===== src/rtl/cvs_pkg.sv =====
package cvs_pkg;
   // Number of bit cells an access touches: the flag plus the active data lanes.
   function automatic int unsigned cell_cost(input logic wide, input int unsigned low_w,
                                             input int unsigned data_w);
      return wide ? (1 + data_w) : (1 + low_w);
   endfunction
endpackage


===== src/rtl/cvs_classifier.sv =====
module cvs_classifier #(
   parameter int unsigned DATA_W = 8,
   parameter int unsigned LOW_W  = 2
) (
   input  logic [DATA_W-1:0] data_i,
   output logic              wide_o
);
   localparam int unsigned HI_W = DATA_W - LOW_W;

   // A value is small when every bit above the low lanes is zero.
   assign wide_o = |data_i[DATA_W-1:LOW_W];

   initial begin
      assert (HI_W > 0) else $error("classifier needs upper bits");
   end
endmodule


===== src/rtl/cvs_array.sv =====
module cvs_array #(
   parameter int unsigned DEPTH  = 16,
   parameter int unsigned DATA_W = 8,
   parameter int unsigned LOW_W  = 2,
   localparam int unsigned ADDR_W = $clog2(DEPTH),
   localparam int unsigned HI_W   = DATA_W - LOW_W
) (
   input  logic              clk,
   input  logic              rst_n,
   input  logic              wr_en,
   input  logic [ADDR_W-1:0] wr_addr,
   input  logic [DATA_W-1:0] wr_data,
   input  logic              wr_wide,
   input  logic [ADDR_W-1:0] rd_addr,
   output logic              rd_flag,
   output logic [LOW_W-1:0]  rd_lo,
   output logic [HI_W-1:0]   rd_hi
);
   logic [DEPTH-1:0]  flag_q;
   logic [LOW_W-1:0]  lo_q [DEPTH];
   logic [HI_W-1:0]   hi_q [DEPTH];

   for (genvar e = 0; e < DEPTH; e++) begin : g_entry
      logic sel;
      assign sel = wr_en && (wr_addr == ADDR_W'(e));

      // The flag and the low lanes are written on every access to this entry.
      always_ff @(posedge clk or negedge rst_n) begin
         if (!rst_n) begin
            flag_q[e] <= 1'b0;
            lo_q[e]   <= '0;
         end else if (sel) begin
            flag_q[e] <= wr_wide;
            lo_q[e]   <= wr_data[LOW_W-1:0];
         end
      end

      // The upper lanes are written only for large values. Otherwise they keep stale contents.
      always_ff @(posedge clk or negedge rst_n) begin
         if (!rst_n)             hi_q[e] <= '0;
         else if (sel && wr_wide) hi_q[e] <= wr_data[DATA_W-1:LOW_W];
      end
   end

   assign rd_flag = flag_q[rd_addr];
   assign rd_lo   = lo_q[rd_addr];
   assign rd_hi   = hi_q[rd_addr];

   initial begin
      assert (DEPTH >= 2) else $error("DEPTH must be at least 2");
      assert ((1 << ADDR_W) == DEPTH) else $error("DEPTH must be a power of two");
   end
endmodule


===== src/rtl/cvs_read_probe.sv =====
module cvs_read_probe #(
   parameter int unsigned DATA_W = 8,
   parameter int unsigned LOW_W  = 2,
   localparam int unsigned HI_W  = DATA_W - LOW_W
) (
   input  logic              clk,
   input  logic              rst_n,
   input  logic              rd_en,
   input  logic              flag_i,
   input  logic [LOW_W-1:0]  lo_i,
   input  logic [HI_W-1:0]   hi_i,
   output logic [DATA_W-1:0] data_o
);
   logic [HI_W-1:0] hi_gated;

   // The upper lanes are used only when the flag marks a large value.
   assign hi_gated = flag_i ? hi_i : '0;

   always_ff @(posedge clk or negedge rst_n) begin
      if (!rst_n)     data_o <= '0;
      else if (rd_en) data_o <= {hi_gated, lo_i};
   end
endmodule


===== src/rtl/cvs_activity_counter.sv =====
module cvs_activity_counter #(
   parameter int unsigned DATA_W = 8,
   parameter int unsigned LOW_W  = 2,
   parameter int unsigned CNT_W  = 32
) (
   input  logic             clk,
   input  logic             rst_n,
   input  logic             hit,
   input  logic             wide,
   output logic [CNT_W-1:0] count
);
   import cvs_pkg::*;

   logic [CNT_W-1:0] step;
   assign step = CNT_W'(cell_cost(wide, LOW_W, DATA_W));

   always_ff @(posedge clk or negedge rst_n) begin
      if (!rst_n)   count <= '0;
      else if (hit) count <= count + step;
   end

   initial begin
      assert (CNT_W >= 8) else $error("counter too narrow");
   end
endmodule


===== src/rtl/cvs_store.sv =====
module cvs_store #(
   parameter int unsigned DEPTH  = 16,
   parameter int unsigned DATA_W = 8,
   parameter int unsigned LOW_W  = 2,
   parameter int unsigned CNT_W  = 32,
   localparam int unsigned ADDR_W = $clog2(DEPTH),
   localparam int unsigned HI_W   = DATA_W - LOW_W
) (
   input  logic              clk,
   input  logic              rst_n,
   input  logic              wr_en,
   input  logic [ADDR_W-1:0] wr_addr,
   input  logic [DATA_W-1:0] wr_data,
   input  logic              rd_en,
   input  logic [ADDR_W-1:0] rd_addr,
   output logic [DATA_W-1:0] rd_data,
   output logic [CNT_W-1:0]  wr_bits,
   output logic [CNT_W-1:0]  rd_bits
);
   localparam logic [CNT_W-1:0] NARROW = CNT_W'(1 + LOW_W);
   localparam logic [CNT_W-1:0] WIDE   = CNT_W'(1 + DATA_W);

   logic             wr_wide;
   logic             rd_flag;
   logic [LOW_W-1:0] rd_lo;
   logic [HI_W-1:0]  rd_hi;

   cvs_classifier #(.DATA_W(DATA_W), .LOW_W(LOW_W)) u_class (
      .data_i (wr_data),
      .wide_o (wr_wide)
   );

   cvs_array #(.DEPTH(DEPTH), .DATA_W(DATA_W), .LOW_W(LOW_W)) u_array (
      .clk     (clk),
      .rst_n   (rst_n),
      .wr_en   (wr_en),
      .wr_addr (wr_addr),
      .wr_data (wr_data),
      .wr_wide (wr_wide),
      .rd_addr (rd_addr),
      .rd_flag (rd_flag),
      .rd_lo   (rd_lo),
      .rd_hi   (rd_hi)
   );

   cvs_read_probe #(.DATA_W(DATA_W), .LOW_W(LOW_W)) u_probe (
      .clk    (clk),
      .rst_n  (rst_n),
      .rd_en  (rd_en),
      .flag_i (rd_flag),
      .lo_i   (rd_lo),
      .hi_i   (rd_hi),
      .data_o (rd_data)
   );

   cvs_activity_counter #(.DATA_W(DATA_W), .LOW_W(LOW_W), .CNT_W(CNT_W)) u_wr_cnt (
      .clk   (clk),
      .rst_n (rst_n),
      .hit   (wr_en),
      .wide  (wr_wide),
      .count (wr_bits)
   );

   cvs_activity_counter #(.DATA_W(DATA_W), .LOW_W(LOW_W), .CNT_W(CNT_W)) u_rd_cnt (
      .clk   (clk),
      .rst_n (rst_n),
      .hit   (rd_en),
      .wide  (rd_flag),
      .count (rd_bits)
   );

   initial begin
      assert (LOW_W >= 1 && LOW_W < DATA_W) else $error("LOW_W out of range");
   end

   // a small value on the write port costs three cells
   p_wr_small_r3: assert property (@(posedge clk) disable iff (!rst_n)
      (wr_en && wr_data[DATA_W-1:LOW_W] == '0) |=> wr_bits == $past(wr_bits) + NARROW);

   // a large value on the write port costs nine cells
   p_wr_large_r4: assert property (@(posedge clk) disable iff (!rst_n)
      (wr_en && wr_data[DATA_W-1:LOW_W] != '0) |=> wr_bits == $past(wr_bits) + WIDE);

   // the write counter does not move without an enabled write
   p_wr_idle_r8: assert property (@(posedge clk) disable iff (!rst_n)
      !wr_en |=> $stable(wr_bits));

   // the read counter does not move without an enabled read
   p_rd_idle_r8: assert property (@(posedge clk) disable iff (!rst_n)
      !rd_en |=> $stable(rd_bits));

   // a narrow read charge goes with zero upper read bits, and a wide charge with nonzero ones
   p_rd_charge_r5: assert property (@(posedge clk) disable iff (!rst_n)
      rd_en |=> ((rd_bits == $past(rd_bits) + NARROW) == (rd_data[DATA_W-1:LOW_W] == '0)));

   // read data holds while no read is issued
   p_rd_hold_r7: assert property (@(posedge clk) disable iff (!rst_n)
      !rd_en |=> $stable(rd_data));
endmodule


===== config.mk =====
export PLATFORM = sky130hd
export DESIGN_NAME = cvs_store
export DESIGN_NICKNAME = d
export VERILOG_FILES = /design/src/rtl/cvs_pkg.sv /design/src/rtl/cvs_classifier.sv /design/src/rtl/cvs_array.sv /design/src/rtl/cvs_read_probe.sv /design/src/rtl/cvs_activity_counter.sv /design/src/rtl/cvs_store.sv
export SDC_FILE = /design/constraint.sdc
export NUM_CORES = 1
export LEC_CHECK = 0
export BUFFER_PORTS_ARGS = -buffer_cell sky130_fd_sc_hd__clkbuf_2
export CORE_MARGIN = 1.5
export CORE_UTILIZATION = 40
export DETAILED_ROUTE_END_ITERATION = 8
export GPL_ROUTABILITY_DRIVEN = 0
export GPL_TIMING_DRIVEN = 0
export MAX_ROUTING_LAYER = met4
export PLACE_DENSITY = 0.61
export SYNTH_ARGS = -nofsm -noshare
export SYNTH_HDL_FRONTEND = slang
export SYNTH_SLANG_ARGS = --single-unit

===== constraint.sdc =====
create_clock -name clk -period 2.3 [get_ports clk]
set_input_delay 0.23 -clock clk [delete_from_list [all_inputs] [get_ports clk]]
set_output_delay 0.23 -clock clk [all_outputs]
set_load 0.05 [all_outputs]

Yosys cells after proc, flatten, opt, wreduce, memory -nomap -nowiden
Index checks and enable logic that the tools add are counted.
Word-level totals
  register bits after elaboration: 216
  word-level logic and storage cells: 116
  input bits: 20
Cells by class
  add/sub/neg operators: 2
  reductions and logical operators: 34
  order comparisons: 2
  equality and inequality tests: 15
  bitwise gates (word level): 1
  mux-type cells: 11
Operator list (number)
  32-bit adder: 2
  4-bit == test (second input constant): 8
  1-bit logical AND: 32
  6-bit binary-select mux with 4-bit select: 1
  6-bit two-way mux: 3
  4-bit by 3-bit == test with 1-bit output (second input constant): 4
  2-bit binary-select mux with 4-bit select: 1
  4-bit by 2-bit == test with 1-bit output (second input constant): 2
  4-bit two-way mux: 2
  6-bit OR reduction: 1
  5-bit greater-or-equal comparator (second input constant): 1
  4-bit by 5-bit < comparator with 1-bit output (second input constant): 1
  4-bit inverter with 5-bit output: 1
  1-bit binary-select mux with 4-bit select: 1
  4-bit by 1-bit == test with 1-bit output (second input constant): 1
  4-bit zero test: 1
  2-bit two-way mux: 2
  1-bit two-way mux: 1

Depth between registers and ports, before layout
Gate-level depths: netlist (run 1).
  depth in word-level cells: 5
  gate-level depth with buffers: 14
  gate-level depth less buffers: 11

By module
A second synthesis (run 1) with hierarchy kept.
Unflattened totals
  cells, all modules: 764
  area, all modules: 10206.0 um^2
Modules (own cells, without submodules)
  cvs_array: area each 6715.2 um^2, cells an instance 438, times used 1, sequential area each 3603.5 um^2
  cvs_activity_counter: area each 1580.3 um^2, cells an instance 147, times used 2, sequential area each 800.8 um^2
  cvs_read_probe: area each 316.6 um^2, cells an instance 29, times used 1, sequential area each 200.2 um^2
  cvs_classifier: area each 13.8 um^2, cells an instance 3, times used 1, sequential area each 0.0 um^2

Worst setup path before layout (run 1)
No wires, ideal clock.
  path kind: input -> register
  from: input rd_addr[0]
  to: register u_rd_cnt.count[20]
  data arrival time: 2.487 ns
  setup slack: -0.329 ns
  path buffers: 2
  stages on the path: 12
  library setup time: 0.142 ns
  cells stage by stage: buf_6 -> buf_12 -> mux2i_1 -> mux4_2 -> mux2_2 -> inv_1 -> ha_1 -> and3b_1 -> or2_2 -> and3_1 -> nand4_1 -> xnor2_1
Between the ends
  word-level cells in the longest chain between the ends: 4
Ends and longest elaborated chain
  start, declared: RTL line cvs_store.sv:15  | input logic [ADDR_W-1:0] rd_addr,
  1-bit binary-select mux with 4-bit select: RTL line cvs_array.sv:45  | assign rd_flag = flag_q[rd_addr];
  1-bit two-way mux (not written as such): RTL line cvs_array.sv:45
  4-bit two-way mux: RTL line cvs_pkg.sv:5  | return wide ? (1 + data_w) : (1 + low_w);
  32-bit adder: RTL line cvs_activity_counter.sv:19  | else if (hit) count <= count + step;
  end signal, assigned: RTL line cvs_activity_counter.sv:19
  end, declared: RTL line cvs_activity_counter.sv:10  | output logic [CNT_W-1:0] count
Every way passes these cells. The select of a mux whose other input is x is not followed.
A chain may end at the register's enable or synchronous reset.

Worst setup path in the final report (run 1)
  from: register u_array.flag_q[10]
  to: register u_rd_cnt.count[20]
Between the ends
  word-level cells in the longest chain between the ends: 4
Ends and longest elaborated chain
  start, declared: RTL line cvs_array.sv:19  | logic [DEPTH-1:0] flag_q;
  start signal, assigned by index: RTL line cvs_array.sv:33  | flag_q[e] <= wr_wide;
  1-bit binary-select mux with 4-bit select: RTL line cvs_array.sv:45
  1-bit two-way mux (not written as such): RTL line cvs_array.sv:45
  4-bit two-way mux: RTL line cvs_pkg.sv:5
  32-bit adder: RTL line cvs_activity_counter.sv:19
Every way passes these cells. The select of a mux whose other input is x is not followed.

==> summary.txt, run 1 <==
STA
  • Worst Skew: ~0.009 ns
  • Final Hold Violating Endpoints: 0
  • RSZ-0062 raised after global routing: true
  • Worst Tran Pin Value: between 0.8 and 0.9 ns
  • Achievable Freq: 0.373 GHz
  • Worst setup margin: -0.380 ns
  • # setup viols final: 28
  • Rel. slew slack: 44.3%
  • Hold slack: 0.0495 ns
  • Final cycle utilization of the critical path: 117%
  • Post-layout minimum cycle time: 2.68 ns
  • Fin. max-slew vios: 0

Global routing
  • Largest net degree at the start of global routing: 110
  • Vias in the first global route: a little under 7000
  • Initial antenna violation count: 0
  • Gr ovfl total: 0
  • Tot GR Track Use: 20.3%
  • First-pass GRT wire length: 39.4 mm

Clock network
  • CTS sink cnt: 216
  • Clock Latency Late Sink: 0.52 ns
  • # H-tree levels: 1
  • CTS Root Cell: clkbuf_16
  • CTS Buf Count: 24
  • Clock buffer depth: 3
  • CTS tree: yes
  • Clk slew on worst S/H paths: 0.06 ns

Route
  • Final wirelength: 25.0 mm
  • Vias: 6934
  • Drt drc: 0
  • Avg WL per Cell: between 15 and 20 um
  • DRT iter0 DRCs: around 500
  • Vias/cell: approximately 5.3
  • TritonRoute pass-1 iters: 5
  • Routed Antenna Nets: 0

Cells and area
  • Final #Nets: 997
  • Post-route cell area: 12000 um2
  • Most common cell after layout, fill and taps aside: dfrtp_1
  • Ant. Diodes: 0
  • Non-filler cells, final: roughly 1300
  • Footprint of the multi-input gates: 4430 um2
  • Final Util: between 40% and 50%
  • Area occupied by registers: ~5400 um2
  • Layout cell share with drive strength beyond 1: 30.1%
  • Filler cell count: 2202
  • Commonest non-fill, non-tap cells in the layout: dfrtp_1, nand2_1, clkbuf_2
  • Layout area overhead: 21.8%

Logic synthesis
  • Seq/Total Area, Yosys: 54.9%
  • Post-Synth Adder-Cell Area: 0.915%
  • Main combinational cell family by area after synthesis: simple AND/OR/NAND/NOR gates
  • Mapped cell area: 9850 um2
  • Cells after Synth: roughly 840
  • XOR/XNOR share of the synthesized area: 5.52%
  • Mean post-synth cell area: 11.7 um2
  • Mapped Nets: 870
  • Post-synthesis mux area share: between 10% and 20%
  • Synth Area in Simple Gates: approximately 16%
  • Synth unique cells: 54
  • Post-synthesis compound-gate area fraction: 6.42%
  • FF+latch count, synth: between 200 and 250
  • Yosys Warn Count: 0

Place
  • Placed insts: 1253
  • Final HPWL DP: roughly 17 mm
  • Dpl cell area: ~11000 um2
  • Port buffer count: 83

Floorplan
  • Die area: 25600 um2
  • Chip width: ~160 um
  • Die H: 160 um
  • I/O pins: 92
  • # rows: 57
  • Core ar.: 24200 um2
  • Starting Density: roughly two fifths

Power and ir drop
  • Leak pwr: 5.69 nW
  • VDD IR-drop max: 0.472 mV
  • Pwr dens: 1020 nW/um2

Critical path
  • Data arrival time of the worst path: 3.08 ns
  • WP data required: 2.69 ns
  • Worst path slowest cell: dfrtp_1
  • CP Cell Sequence: mux2_4 -> or3_1 -> nand4_1 -> mux2_4 -> inv_4 -> fa_2 -> and3b_1 -> or2_4 -> and3_4 -> nand4_1 -> xnor2_1
  • Critical Path Source Type: flip-flop
  • Critical Path Max Stage Delay: 0.38 ns
  • Worst reg-to-reg setup slack: -0.38 ns
  • Reg2reg end: u_rd_cnt.count[20]
  • FF-to-FF path depth: 11
  • Worst Setup SP: u_array.flag_q[10]
  • Reg-to-reg startpoint: u_array.flag_q[10]
  • Crit path kind: reg2reg
  • Crit path to: u_rd_cnt.count[20]
  • Setup crit end kind: flip-flop
  • Critical path fanouts, max: 3

Min path
  • Hold Path Class: in2reg
  • Hold Startpoint: wr_data[1]

Status
  • Status: complete, but fails checks
  • Failing checks: setup timing

Job
  • Maxcap violations: 0
-- how the worst min path moves through the flow --
stage | end | slack, ns | depth (start not counted)
CTS | u_array.lo_q[31] | 0.05 | 2
floorplan | u_array.flag_q[0] | -0.07 | 0
finish | u_array.lo_q[29] | 0.05 | 2
global placement | u_array.hi_q[84] | 0.45 | 2
global route | u_array.lo_q[6] | 0.06 | 2
detailed placement | u_wr_cnt.count[30] | 0.36 | 2
-- per-stage QoR --
stage / total power [mW] / setup slack [ns] / TNS, ns
after floorplan: 7.12 / -0.247 / -5.05
after global placement: 7.83 / -3.47 / -778.30
after detailed placement: 7.91 / -0.903 / -32.79
after CTS: 12.2 / -0.369 / -7.25
after global routing: 12.8 / -0.463 / -9.99
final: 12.2 / -0.380 / -7.95
-- layer usage --
metal | vias up | part of all wire [%] | track usage (%)
met1 | 3537 | 46 | 28.0
met2 | 174 | 47 | 31.3
met5 | - | 0 | -
met3 | 38 | 5.0 | 3.22
li1 | 3185 | - | -
met4 | 0 | 2.1 | 5.56
-- logic make-up (layout without fill, tap and decap cells) --
family	count (synthesis)	in the layout
flops	216	216
compound gates	82	82
simple gates	332	332
mux	90	90
xor+xnor	62	62
fa+ha+maj	6	6
buf+inv	56	201
-- cell usage after synthesis (all sizes together) --
library cell | number | area share (%)
o21a | 1 | 0.076
ha | 4 | 0.51
nand2 | 206 | 8.0
a21oi | 5 | 0.25
mux2i | 8 | 0.81
and3 | 9 | 0.57
nor4 | 4 | 0.41
fa | 2 | 0.41
a21o | 2 | 0.15
inv | 25 | 0.95
or3b | 1 | 0.089
o2bb2ai | 5 | 0.44
o22ai | 1 | 0.064
and2 | 4 | 0.25
and3b | 1 | 0.089
o211ai | 1 | 0.076
clkbuf | 18 | 0.69
mux4 | 33 | 7.6
dfrtp | 216 | 55
or2 | 2 | 0.13
mux2 | 49 | 5.8
buf | 13 | 0.90
o22a | 1 | 0.18
nand3 | 17 | 0.97
nand3b | 2 | 0.19
xnor2 | 38 | 3.4
nand2b | 5 | 0.32
and4 | 4 | 0.36
xor2 | 24 | 2.1
a31o | 1 | 0.089
nor2 | 47 | 2.1
nand4 | 17 | 1.1
nor2b | 2 | 0.13
o2111ai | 2 | 0.18
a31oi | 2 | 0.13
or3 | 1 | 0.064
a22o | 44 | 3.9
o21ai | 17 | 0.86
nor3 | 10 | 0.78
-- critical path, delay by kind of cell, from the launching register on --
| family | cells | cell delay, ns |
|---|---|---|
| AND/OR/NAND/NOR | 6 | 1.16 |
| multiplexers | 2 | 0.48 |
| flip-flops | 1 | 0.38 |
| adder cells (fa/ha/maj) | 1 | 0.34 |
| XOR/XNOR | 1 | 0.15 |
| buffers and inverters | 1 | 0.05 |
-- registers in the layout (all words and copies together) (netlist names) --
name	count
u_array.hi_q	96
u_wr_cnt.count	32
u_rd_cnt.count	32
u_probe.data_o	8
u_array.lo_q	32
u_array.flag_q	16
-- area by class of cell --
| cell class | instances | share of cell area [%] |
|---|---|---|
| clock inverter | 14 | 1.44 |
| multi-input combinational | 572 | 37.0 |
| sequential | 216 | 45.1 |
| buffer | 31 | 1.40 |
| inverter | 25 | 0.803 |
| tap | 324 | 3.38 |
| timing repair buffer | 101 | 5.24 |
| clock buffer | 30 | 5.71 |
-- where the power goes --
part           internal, mW  switching [mW]
Combinational          1.23            1.72
Clock                  2.55            1.58
Sequential             4.56           0.566
Total                  8.34            3.87
-- repair_timing --
item	CTS	global route
endpoints found under the hold margin	107	0
buffers inserted	10	5
pin swaps	20	21
endpoints found under the setup margin	35	37
hold buffers	1	0
resized for setup	17	24
No activity file was read; power rests on OpenSTA's default activity.
==> run 2, diff against run 1 <==
Settings changed: GPL_TIMING_DRIVEN 0 to default.
==> run 2 against run 1 <==
The run still ends with setup timing left. Non-clock buffer count up 23. Combinational power decreased by 1%. Sequential power about the same. Via count shrank 1.1%. Hold slack better by 0.087 ns. Die area stayed put. Final cell count is 1.8% higher. Critical path type unchanged. Total power is 1.0% lower. Register-to-register slack improved by 0.11 ns.
==> summary.txt, run 2 (synthesized netlist as in run 1, its figures left out) <==
Floorplan
  • Die area: 25600 um2
  • Chip width: ~160 um
  • Core ar.: approximately 24000 um2
  • # rows: 57
  • I/O pins: 92
  • Die H: roughly 160 um
  • Starting Density: 40.6%

Cells and area
  • Layout area overhead: 23.3%
  • Layout cell share with drive strength beyond 1: between 30% and 40%
  • Final #Nets: 1020
  • Most common cell after layout, fill and taps aside: dfrtp_1
  • Final Util: 50.1%
  • Post-route cell area: roughly 12000 um2
  • Commonest non-fill, non-tap cells in the layout: dfrtp_1, nand2_1, clkbuf_2
  • Max reg flops: 96
  • Largest register by flop count: u_array.hi_q

Critical path
  • Critical path fanouts, max: 4
  • FF-to-FF path depth: 10
  • WP data required: 2.69 ns
  • Setup crit end kind: flip-flop
  • Worst reg-to-reg setup slack: -0.27 ns
  • Data arrival time of the worst path: 2.97 ns
  • Critical Path Source Type: flip-flop
  • Crit path kind: reg2reg

STA
  • Final cycle utilization of the critical path: 112%
  • Hold slack: 0.136 ns
  • Worst Skew: between 0.008 and 0.009 ns
  • Fin. max-slew vios: 0
  • RSZ-0062 raised after global routing: true
  • Worst setup margin: -0.274 ns
  • Final setup TNS: -5.12 ns
  • Post-layout minimum cycle time: 2.57 ns
  • Rel. slew slack: around three fifths
  • # setup viols final: 28
  • Final Hold Violating Endpoints: 0
  • Achievable Freq: 0.388 GHz
  • Worst Tran Pin Value: approximately 0.57 ns

Place
  • Final HPWL DP: 16.9 mm
  • Dpl cell area: between 10000 and 15000 um2
  • Port buffer count: 91

Min path
  • Hold Path Stages: 3
  • Hold Path Class: in2reg

Job
  • Maxcap violations: 0

Global routing
  • Initial antenna violation count: 1
  • Vias in the first global route: 7070
  • Gr ovfl total: 0
  • First-pass GRT wire length: 39.7 mm
  • Largest net degree at the start of global routing: 72
  • Tot GR Track Use: between 20% and 30%

Clock network
  • CTS Buf Count: 24
  • CTS sink cnt: 216
  • # H-tree levels: 1
  • Clock buffer depth: 3
  • CTS tree: yes
  • Clock Latency Late Sink: just over 0.5 ns
  • Clk slew on worst S/H paths: 0.06 ns
  • CTS Root Cell: clkbuf_16

Status
  • Status: complete, but fails checks
  • Failing checks: setup timing

Route
  • TritonRoute pass-1 iters: 4
  • Vias: 6857
  • DRT iter0 DRCs: 418
  • Routed Antenna Nets: 0
  • Avg WL per Cell: 18.2 um
  • Drt drc: 0
  • Final wirelength: 24.3 mm
  • Vias/cell: 5.13

Power and ir drop
  • Pwr dens: 995 nW/um2
  • Leak pwr: between 5 and 6 nW
  • VDD IR-drop max: between 0.5 and 0.6 mV
## run 2: cell count changes in the layout (fill, tap and decap cells not counted), sizes merged
cell | before | now
diode | 0 | 1
clkinvlp | 1 | 3
clkinv | 9 | 5
clkbuf | 131 | 123
buf | 30 | 64
bufinv | 4 | 3
## run 2: cell type report
cell class                      count  area [um2]
Inverter                           25        96.3
Sequential cell                   216        5410
Antenna cell                        1        2.50
Clock buffer                       33         716
Fill cell                        2176       12100
Tap cell                          324         405
Multi-Input combinational cell    572        4380
Timing Repair Buffer              155         997
Clock inverter                     11         138
## run 2: worst paths after layout
check                                      to               start
setup reg to reg           u_rd_cnt.count[27]   u_array.flag_q[6]
hold / removal              u_wr_cnt.count[0]               wr_en
hold reg to reg            u_rd_cnt.count[31]  u_rd_cnt.count[31]
max in group asynchronous  u_wr_cnt.count[13]               rst_n
setup / recovery           u_rd_cnt.count[27]   u_array.flag_q[6]
min in group asynchronous  u_rd_cnt.count[19]               rst_n
## run 2: metrics by stage
step,power (mW),cells,setup slack [ns]
final,12.1,1337,-0.274
after global routing,12.7,1337,-0.378
after CTS,12.2,1335,-0.313
after detailed placement,8.01,1279,-0.495
after global placement,7.94,1279,-0.436
after floorplan,7.12,844,-0.247
## run 2: worst max-delay path, stage by stage (launching register included)
cell and delay (ns):
dfrtp_1 0.36, mux2i_1 0.07, mux4_2 0.48, mux2_4 0.31
ha_1 0.28, a21o_1 0.19, a31o_2 0.27, nand4_1 0.18
buf_4 0.16, nor2_2 0.03, xor2_1 0.13
## run 2: repair_timing
| action | CTS | global route |
|---|---|---|
| pin swaps | 9 | 11 |
| setup endpoints to repair | 28 | 34 |
| hold buffers | 1 | 0 |
| cloned | 0 | 0 |
| hold endpoints to repair | 66 | 0 |
| gates resized for setup | 7 | 18 |
| setup buffers | 11 | 6 |
## run 2: layer usage
metal | track usage, % | wire [um] | vias to the layer above
met2 | 32.0 | 11700 | 146
met4 | 6.88 | 703 | 0
met1 | 26.6 | 10900 | 3435
met3 | 3.04 | 992 | 44
met5 | - | 0 | -
li1 | - | - | 3232
## run 2: power by group
part / internal [mW] / switching, mW
registers: 4.56 / 0.557
logic: 1.21 / 1.70
clock network: 2.51 / 1.54
